**src/rtl/prbs_word_predict.sv**
```systemverilog
module prbs_word_predict #(
   parameter int W   = 32,
   parameter int LEN = 7,
   parameter int TAP = 6
) (
   input  logic [W-1:0] prev_word,
   output logic [W-1:0] next_word
);

   generate
      if (LEN > W || TAP < 1 || TAP >= LEN) begin : g_bad_cfg
         $error("prbs_word_predict: LEN must fit in W and 1 <= TAP < LEN");
      end
   endgenerate

   // extend the previous word by W bits using the recurrence
   function automatic logic [W-1:0] extend(input logic [W-1:0] p);
      logic [2*W-1:0] e;
      e = '0;
      e[W-1:0] = p;
      for (int j = 0; j < W; j++) begin
         e[W+j] = e[W+j-LEN] ^ e[W+j-TAP];
      end
      return e[2*W-1:W];
   endfunction

   assign next_word = extend(prev_word);

endmodule

```
**config.mk**
```make
export PLATFORM = sky130hd
export DESIGN_NAME = prbs_word_predict
export DESIGN_NICKNAME = d
export VERILOG_FILES = /design/src/rtl/prbs_word_predict.sv
export SDC_FILE = /design/constraint.sdc
export NUM_CORES = 1
export LEC_CHECK = 0
export ABC_AREA = 1
export BUFFER_PORTS_ARGS = -buffer_cell sky130_fd_sc_hd__buf_2
export CAP_MARGIN = 25
export CORE_MARGIN = 4
export CORE_UTILIZATION = 36
export DETAILED_ROUTE_END_ITERATION = 10
export GPL_ROUTABILITY_DRIVEN = 1
export PLACE_DENSITY_LB_ADDON = 0.25
export SLEW_MARGIN = 25
export SYNTH_ARGS = -nofsm -noshare
export SYNTH_HDL_FRONTEND = slang
export SYNTH_SLANG_ARGS = --single-unit
```
**constraint.sdc**
```tcl
create_clock -name vclk -period 1.5
set_input_delay 0.225 -clock vclk [all_inputs]
set_output_delay 0.225 -clock vclk [all_outputs]
set_load 0.1 [all_outputs]
```
==> results of run 1 <==
through the flow:
step           hold WS [ps]  std cells  worst slack, ps  TNS (ps)  area, sq um
2_1_floorplan         637.5        105           -737.8     -8867         1099
3_3_place_gp           1035        199           -331.2     -4239         2162
cells by family after synthesis:
family,count (synthesis),synth area share [%]
AND/OR/NAND/NOR,74,60.48
XOR/XNOR,16,29.70
buffers and inverters,15,9.826
==> results.md, run 1 <==
- Seq/Total Area, Yosys: 0%
- Syn Nets: 137
- Syn_area_per_cell: 5.458 sq um
- RePlAce Congestion: 0.9002
- Synth Cell Area: 573.1 sq um
- Cells after Synth: 105
- Die W: 47.90 um
- Top cells by area, synth: nand2_1, nand3_1, nand2_2
- Status: aborted with a tool error
- Top post-synthesis cells by count: nand2_1, nand3_1, inv_1
- Top-count cell post-synth: nand2_1
- Synth top area share: 29.48%
- Synth area leader: nand2_1
- I/O pin cnt: 64
- Unique masters post-synth: 11
- Last step reached: detailed placement
- Initial Utilization: between 30% and 40%
- IO buf count: 39
- Standard-cell rows: 14
- Synth warnings: 0
- Die height: 47.90 um
- Halt Reason: [ERROR DPL-0038] Utilization greater than 100%, impossible to legalize
==> run 2, diff against run 1 <==
--- a/config.mk
+++ b/config.mk
@@ -8,11 +8,11 @@
 export ABC_AREA = 1
 export BUFFER_PORTS_ARGS = -buffer_cell sky130_fd_sc_hd__buf_2
 export CAP_MARGIN = 25
-export CORE_MARGIN = 4
-export CORE_UTILIZATION = 36
+export CORE_AREA = 4 4 65 67
 export DETAILED_ROUTE_END_ITERATION = 10
+export DIE_AREA = 0 0 69 71
 export GPL_ROUTABILITY_DRIVEN = 1
-export PLACE_DENSITY_LB_ADDON = 0.25
+export PLACE_DENSITY_LB_ADDON = 0.15
 export SLEW_MARGIN = 25
 export SYNTH_ARGS = -nofsm -noshare
 export SYNTH_HDL_FRONTEND = slang
==> run 2 against run 1 <==
The flow now finishes, with violations (negative setup slack). Synthesized cell count stayed put. Area after synthesis did not move.
==> results.md, run 2 <==
- Synth top area share: 29.48% (unchanged)
- Max Freq: 0.5777 GHz
- Pre-antenna DRT Iters: 2
- IO buf count: 39 (unchanged)
- Commonest cells after routing, fill and taps aside: buf_12, buf_4, nand2_8
- GR Util All Layers: 13.54%
- DR iter-0 viols: 18
- NetSw: 2030 uW
- Cells after Synth: 105 (unchanged)
- Top-count cell post-synth: nand2_1
- Total gr overflow: 0
- Dpl hpwl: 2339 um
- Dpl cell area: 2225 sq um
- Register Area: 0 sq um
- Critical path's largest stage delay: 220 ps
- Worst slack at placement: -427.4 ps
- Hold depth: 5
- Top cells by area, synth: nand2_1, nand3_1, nand2_2
- Setup slack after layout: -230.9 ps
- Core Util, Final: between 70% and 80%
- Post-cts hold buffer count: 0
- Die W: 69 um (+44%)
- Critical path peak fanout: 4
- Vias: 1053
- Final hold violation count: 0
- Hold WC Path Type: in2out
- WL/cell: ~15 um
- Antenna Nets Post-Route: 0
- Most frequent CP cell: nand2_4
- # DRC: 0
- Die height: 71 um (+48%)
- Synth Cell Area: 573.1 sq um (unchanged)
- Seq pwr share: 0%
- IR drop worst, VDD: 0.0006946 V
- CP cell instances: buf_12, xnor2_4, clkinvlp_4, nand2_4, nand2_8, inv_2, nand2_4, nand2_4, buf_6, clkinvlp_4, buf_12
- WHS Endpoint: next_word[0]
- Crit. End Element: primary output
- Setup crit start kind: input pin
- Top post-synthesis cells by count: nand2_1, nand3_1, inv_1
- Final design instance area without fill: 2890 sq um
- Crit path kind: in2out
- Largest net degree at the start of global routing: 7
- Layout cells sized above 1: 96.43%
- I/O pin cnt: 64 (unchanged)
- Final Cycle Share: 115.4%
- Max cap viols: 0
- Seq cells: 0
- Antenna diodes: 0
- Nets: 230
- Failing checks: negative setup slack
- Comb power frac: between 90% and 100%
- Tightest Pin Transition: 279.9 ps
- Core Box Area: 3633 sq um
- Die area: 4899 sq um
- Syn Nets: 137 (unchanged)
- Synth warnings: 0 (unchanged)
- Via-per-instance ratio: 4.316
- Vias in the first global route: 1156
- RSZ-0062 raised after global routing: yes
- Initial antenna violation count: 0
- Unique masters post-synth: 11 (unchanged)
- Relative slew slack: 81.34%
- Post-route minimum period: 1731 ps
- Commonest non-fill, non-tap cell in the layout: buf_12
- WP data arrival: approximately 1500 ps
- Worst path slowest cell: xnor2_4
- Sw frac: 60.81%
- Clock power frac: 0%
- Syn_area_per_cell: 5.458 sq um (unchanged)
- Min-delay src: prev_word[25]
- Global-route wire length before repair: around 5600 um
- Standard-cell rows: 22 (+8)
- Internal power: between 1000 and 1500 uW
- RePlAce Congestion: 0.7481 (-17%)
- Status: finished, violations left
- Leak: 0.001231 uW
- Area Overhead vs Synth: 404.4%
- Routed Wire Length: 3611 um
- Crit path required time: 1270 ps
- Setup-failing EPs final: 18
- Max Transition Viols Final: 0
- Seq/Total Area, Yosys: 0% (unchanged)
- Clock buffer cells: 0
- Synth area leader: nand2_1
- PwrDens: 1155 nW/um^2
- Initial Utilization: 15.77% (-22 points)
[run 2: power groups by stage]
stage	combinational (uW)	sequential (uW)	clock (uW)
floorplan	1830	0	0
global placement	2910	0	0
detailed placement	2940	0	0
CTS	3160	0	0
global route	3450	0	0
finish	3340	0	0
[run 2: layout make-up]
class	count	area [sq um]
Inverter	15	123.9
Timing Repair Buffer	91	1310
Multi-Input combinational cell	90	1396
Tap cell	48	60.06
Fill cell	199	743.2
[run 2: layer usage]
layer / up-vias / global-route usage (%) / share of wire (%)
li1: 507 / - / -
met2: 24 / 30.30 / 63
met4: 0 / 1.302 / 1.2
met5: - / 0 / 0
met3: 6 / 1.705 / 3.8
met1: 516 / 13.11 / 32
[run 2: worst max-delay path, delay by kind of cell]
kind,cells,cell delay (ps)
buffers and inverters,6,720
XOR/XNOR,1,220
AND/OR/NAND/NOR,4,320
[run 2: kinds of logic after synthesis]
| family | synth area share (%) |
|---|---|
| XOR/XNOR | 29.70 |
| buffers and inverters | 9.826 |
| AND/OR/NAND/NOR | 60.48 |
[run 2: worst max-delay path by stage]
stage | startpoint | to | slack [ps] | cells past startpoint
finish | prev_word[28] | next_word[23] | -230 | 11
global route | prev_word[28] | next_word[23] | -320 | 11
CTS | prev_word[29] | next_word[25] | -170 | 8
detailed placement | prev_word[29] | next_word[28] | -430 | 9
global placement | prev_word[26] | next_word[28] | -390 | 10
floorplan | prev_word[27] | next_word[30] | -740 | 6
[run 2: repair_timing]
| action | 4_1_cts | 5_1_grt |
|---|---|---|
| buffers inserted | 7 | 8 |
| gates resized for setup | 91 | 35 |
| endpoints found under the setup margin | 24 | 21 |
| pin swaps | 27 | 27 |
[run 2: through the flow]
stage / TNS (ps) / hold slack (ps) / total power [uW] / cells
after global placement: -5252 / 1040 / 2908 / 234
after floorplan: -8867 / 637.5 / 1834 / 105
after global routing: -3618 / 1006 / 3447 / 244
after detailed placement: -5960 / 1047 / 2940 / 234
final: -2414 / 986.5 / 3338 / 244
after CTS: -1977 / 977.8 / 3165 / 238
No activity file was read; power rests on OpenSTA's default activity.
